**src/rtl/line_fill_ctrl.sv**
```systemverilog
module line_fill_ctrl #(
  parameter int ADDR_W     = 32,
  parameter int SET_W      = 7,
  parameter int WAY_W      = 2,
  parameter int DATA_W     = 64,
  parameter int LINE_BYTES = 32
) (
  input  logic                 clk,
  input  logic                 rst_n,
  input  logic                 miss_req,
  input  logic [ADDR_W-1:0]    miss_addr,
  input  logic [WAY_W-1:0]     miss_way,
  output logic                 miss_ack,
  output logic                 busy,
  output logic                 rd_req,
  output logic [ADDR_W-1:0]    rd_addr,
  output logic [$clog2(LINE_BYTES)-$clog2(DATA_W/8)-1:0] rd_first_dw,
  input  logic                 rd_ready,
  input  logic                 beat_valid,
  input  logic [DATA_W-1:0]    beat_data,
  output logic                 wr_en,
  output logic [WAY_W-1:0]     wr_way,
  output logic [SET_W-1:0]     wr_set,
  output logic [$clog2(LINE_BYTES)-$clog2(DATA_W/8)-1:0] wr_idx,
  output logic [DATA_W-1:0]    wr_data,
  output logic                 fwd_valid,
  output logic [DATA_W-1:0]    fwd_data,
  output logic                 tag_we,
  output logic [WAY_W-1:0]     tag_way,
  output logic [SET_W-1:0]     tag_set,
  output logic [ADDR_W-$clog2(LINE_BYTES)-SET_W-1:0] tag_value
);
  localparam int OFF_W  = $clog2(LINE_BYTES);
  localparam int BYTE_W = $clog2(DATA_W/8);
  localparam int IDX_W  = OFF_W - BYTE_W;
  localparam int BEATS  = LINE_BYTES / (DATA_W/8);
  localparam int TAG_W  = ADDR_W - OFF_W - SET_W;

  typedef enum logic [1:0] {S_IDLE, S_REQ, S_DATA, S_COMMIT} fill_state_t;

  fill_state_t       state;
  logic [ADDR_W-1:0] addr_q;
  logic [WAY_W-1:0]  way_q;
  logic [IDX_W-1:0]  cnt_q;
  logic [IDX_W-1:0]  crit;
  logic              idle;
  logic              last_beat;

  assign idle      = (state == S_IDLE);
  assign crit      = addr_q[OFF_W-1:BYTE_W];
  assign last_beat = (cnt_q == IDX_W'(BEATS-1));

  assign miss_ack    = idle & miss_req;
  assign busy        = !idle | miss_req;

  assign rd_req      = (state == S_REQ);
  assign rd_addr     = {addr_q[ADDR_W-1:OFF_W], {OFF_W{1'b0}}};
  assign rd_first_dw = crit;

  assign wr_en     = (state == S_DATA) & beat_valid;
  assign wr_idx    = crit + cnt_q;
  assign wr_data   = beat_data;
  assign wr_way    = way_q;
  assign wr_set    = addr_q[OFF_W +: SET_W];

  assign fwd_valid = wr_en & (cnt_q == '0);
  assign fwd_data  = beat_data;

  assign tag_we    = (state == S_COMMIT);
  assign tag_way   = way_q;
  assign tag_set   = addr_q[OFF_W +: SET_W];
  assign tag_value = addr_q[ADDR_W-1 -: TAG_W];

  always_ff @(posedge clk or negedge rst_n) begin
    if (!rst_n) begin
      state  <= S_IDLE;
      addr_q <= '0;
      way_q  <= '0;
      cnt_q  <= '0;
    end else begin
      unique case (state)
        S_IDLE: if (miss_req) begin
          state  <= S_REQ;
          addr_q <= miss_addr;
          way_q  <= miss_way;
          cnt_q  <= '0;
        end
        S_REQ: if (rd_ready) state <= S_DATA;
        S_DATA: if (beat_valid) begin
          cnt_q <= cnt_q + 1'b1;
          if (last_beat) state <= S_COMMIT;
        end
        S_COMMIT: state <= S_IDLE;
        default:  state <= S_IDLE;
      endcase
    end
  end
endmodule


```
**config.mk**
```make
export PLATFORM = sky130hd
export DESIGN_NAME = line_fill_ctrl
export DESIGN_NICKNAME = d
export VERILOG_FILES = /design/src/rtl/line_fill_ctrl.sv
export SDC_FILE = /design/constraint.sdc
export NUM_CORES = 1
export LEC_CHECK = 0
export ABC_AREA = 0
export BUFFER_PORTS_ARGS = -buffer_cell sky130_fd_sc_hd__buf_2
export CORE_AREA = 2 2 119 121
export DETAILED_ROUTE_END_ITERATION = 16
export DIE_AREA = 0 0 121 123
export PLACE_DENSITY = 0.62
export SETUP_SLACK_MARGIN = 0.3
export SYNTH_ARGS = -nofsm -noshare
export SYNTH_HDL_FRONTEND = slang
export SYNTH_SLANG_ARGS = --single-unit
```
**constraint.sdc**
```tcl
create_clock -name clk -period 3.02 [get_ports clk]
set_input_delay 0.604 -clock clk [delete_from_list [all_inputs] [get_ports clk]]
set_output_delay 0.604 -clock clk [all_outputs]
set_load 0.1 [all_outputs]
```
==> reports/results.md <==
## Synth
* **synthesized cell area** 2810 µm²
* **count of mapped cells out of synthesis** 276
* **number of library cell types mapped by synthesis** 26
* **average cell area after synthesis** 10.2 µm²
* **number of synthesized register bits** 35
* **Synth area leaders** sky130_fd_sc_hd__buf_4 45%, sky130_fd_sc_hd__dfrtp_1 31%, sky130_fd_sc_hd__mux2_2 12%, sky130_fd_sc_hd__ha_1 3.1%, sky130_fd_sc_hd__mux2_1 1.2%
* **library cell with the largest summed area after synthesis** sky130_fd_sc_hd__buf_4
* **number of synthesis warnings** 0
* **proportion of synthesized chip area in sequential cells** 31.1%
* **fraction of post-synthesis cell area in the top cell type by area** 45.1%

## Route
* **number of nets with antenna violations after routing** 0
* **Detailed Route Iter0 Violations** 13
* **first-pass detailed-route iteration total** 2
* **detailed-route via count** 1368
* **Total Wirelength** 5.80 mm
* **routed length per placed instance** 14.3 µm
* **via density per instance** 3.38
* **DRC** 0

## Timing
* **maximum operating frequency** 406 MHz
* **number of failing hold endpoints at the final stage** 0
* **Setup Viol. Count Final** 0
* **transition time at the pin with the least slew margin** 0.795 ns
* **unrepaired setup endpoints after global routing** no
* **TNS Setup** 0 ns
* **number of pins with negative max-slew slack in the final report** 0
* **clk_skew** 0.00267 ns
* **minimum period implied by the final worst setup slack** 2.46 ns
* **share of the cycle needed by the critical path after routing** 81.6%
* **Max-Slew Margin vs Limit** 47.0%

## Cells and area
* **synth-to-layout area growth** -11.8%
* **fraction of final layout cells sized beyond drive strength 1** 66.5%
* **net count reported at finish** 335

## CTS
* **H-tree Lvls** 2
* **number of buffers created by CTS** 5
* **# clock sinks** 35
* **Post-CTS Setup Repair Bufs** 0
* **maximum clock path buffer count** 2
* **clock slew at the register clock pins of the worst setup and hold paths** 0.05 ns
* **CTS tree** built
* **CTS root buf** sky130_fd_sc_hd__clkbuf_16
* **number of gates resized after CTS** 0
* **clk_lat worst skew** 0.27 ns
* **Hold Buf Count CTS** 0

## Global routing
* **maximum number of pins on one net before global-route repair** 36
* **global route total overflow** 0
* **global routing usage summed across all routing layers** 7.34%
* **initial antenna violation count** 0
* **via count of the first global-routing pass** 1384
* **wire length of the first global-routing pass** 7.95 mm

## Placement
* **# port buffers** 110
* **Routability Congestion** 0.709
* **HPWL after DPL** 4.83 mm

## Worst setup path
* **Reg2Reg Setup Slack** 0.95 ns
* **crit path max fanout** 10
* **reg2reg start** state[0]
* **data arrival at the endpoint of the critical path** 1.86 ns
* **worst setup path start** state[0]
* **Reg2Reg Depth** 5
* **endpoint kind of the worst setup timing path** output port
* **endpoint of the worst-slack reg-to-reg timing path** addr_q[16]
* **Setup Crit Path Kind** reg -> out
* **required time of the critical path** 2.42 ns
* **type of element launching the critical path** register

## Floorplan
* **Horiz. Die Dim** 121 µm
* **die footprint** 14900 µm²
* **area of the core region** 13600 µm²
* **effective utilization at floorplan** 20.7%
* **placement row count** 43
* **IO Count** 311
* **overall die height** 123 µm

## Status
* **run status** finished, final reports clean

## Job
* **max-cap check violation count** 0

## Worst hold path
* **worst hold path class** in -> async

worst max path at each step:
| stage | to | slack [ns] | depth (start not counted) |
|---|---|---|---|
| floorplan | wr_idx[1] | 0.47 | 3 |
| global placement | wr_idx[1] | 0.84 | 4 |
| detailed placement | wr_idx[1] | 0.82 | 4 |
| CTS | wr_idx[1] | 0.52 | 4 |
| global route | wr_en | 0.39 | 4 |
| finish | wr_en | 0.56 | 4 |
critical path, stage by stage (launching register included):
cell and delay, ns:
sky130_fd_sc_hd__dfrtp_1 0.41, sky130_fd_sc_hd__inv_1 0.10, sky130_fd_sc_hd__ha_1 0.39, sky130_fd_sc_hd__and2_1 0.24, sky130_fd_sc_hd__buf_2 0.45
state kept, by name, summed over array words and instances, names as in the netlist:
register,count
addr_q,29
state,2
tag_way,2
cnt_q,2
cells in the mapped netlist:
cell                          n
sky130_fd_sc_hd__nand2_1      3
sky130_fd_sc_hd__conb_1       1
sky130_fd_sc_hd__buf_4      169
sky130_fd_sc_hd__o32a_1       1
sky130_fd_sc_hd__and3_1       1
sky130_fd_sc_hd__nor2b_2      1
sky130_fd_sc_hd__a2bb2oi_1    1
sky130_fd_sc_hd__inv_1        7
sky130_fd_sc_hd__dfrtp_1     35
sky130_fd_sc_hd__o21a_1       1
sky130_fd_sc_hd__and2_1       1
sky130_fd_sc_hd__o221ai_1     1
sky130_fd_sc_hd__mux2_1       3
sky130_fd_sc_hd__nor2b_1      2
sky130_fd_sc_hd__nand4_1      1
sky130_fd_sc_hd__mux2_2      29
sky130_fd_sc_hd__and2b_4      1
sky130_fd_sc_hd__xnor2_1      2
sky130_fd_sc_hd__a2111oi_4    1
sky130_fd_sc_hd__nand3_1      1
sky130_fd_sc_hd__ha_1         7
sky130_fd_sc_hd__o21ai_0      1
sky130_fd_sc_hd__o211ai_1     1
sky130_fd_sc_hd__buf_2        3
sky130_fd_sc_hd__a21oi_1      1
sky130_fd_sc_hd__buf_6        1
per-layer routing:
| layer | GRT usage [%] | share of wire (%) | vias to the layer above | wire (µm) |
|---|---|---|---|---|
| met5 | 0 | 0 | - | 0 |
| met3 | 4.38 | 15 | 34 | 894 |
| met1 | 6.20 | 29 | 605 | 1660 |
| li1 | - | - | 599 | - |
| met4 | 5.23 | 5.1 | 0 | 297 |
| met2 | 12.8 | 51 | 130 | 2950 |
final cells by class:
cell class | count | area [µm²]
multi-input cells | 65 | 649
clock buffers | 6 | 129
well taps | 180 | 225
inverters | 7 | 26.3
diodes | 1 | 2.50
flip-flops and latches | 35 | 876
repair buffers | 111 | 573
fillers | 1507 | 11100
kinds of logic after synthesis:
logic type	after synthesis	share of synthesized area (%)
AO/OA/AOI/OAI	8	2.85
XOR/XNOR	2	0.623
multiplexers	32	12.8
buffers and inverters	180	47.0
AND/OR/NAND/NOR	11	2.36
adder cells (fa/ha/maj)	7	3.11
other	1	0.133
flip-flops	35	31.1
stage by stage:
step | setup WS, ns | cell area, µm² | instances | utilization [%] | hold slack, ns
global route | 0.392 | 2480 | 404 | 18.2 | 0.490
detailed placement | 0.819 | 2350 | 398 | 17.3 | 0.511
floorplan | 0.472 | 2850 | 280 | - | 0.308
finish | 0.555 | 2480 | 405 | 18.2 | 0.414
CTS | 0.515 | 2480 | 404 | 18.2 | 0.435
global placement | 0.841 | 2350 | 398 | 17.3 | 0.494
placed cells by master (no fill, tap or decap), types with 2 or more instances in the layout:
cell and n:
sky130_fd_sc_hd__buf_2 109, sky130_fd_sc_hd__clkbuf_16 5, sky130_fd_sc_hd__conb_1 5, sky130_fd_sc_hd__dfrtp_1 35
sky130_fd_sc_hd__ha_1 7, sky130_fd_sc_hd__inv_1 7, sky130_fd_sc_hd__mux2_1 3, sky130_fd_sc_hd__mux2_2 29
sky130_fd_sc_hd__nand2_1 3, sky130_fd_sc_hd__nor2b_1 2
Power is left out: the tool's default activity adds up to more than one toggle a clock period on the data nets, which glitch-free logic cannot reach.
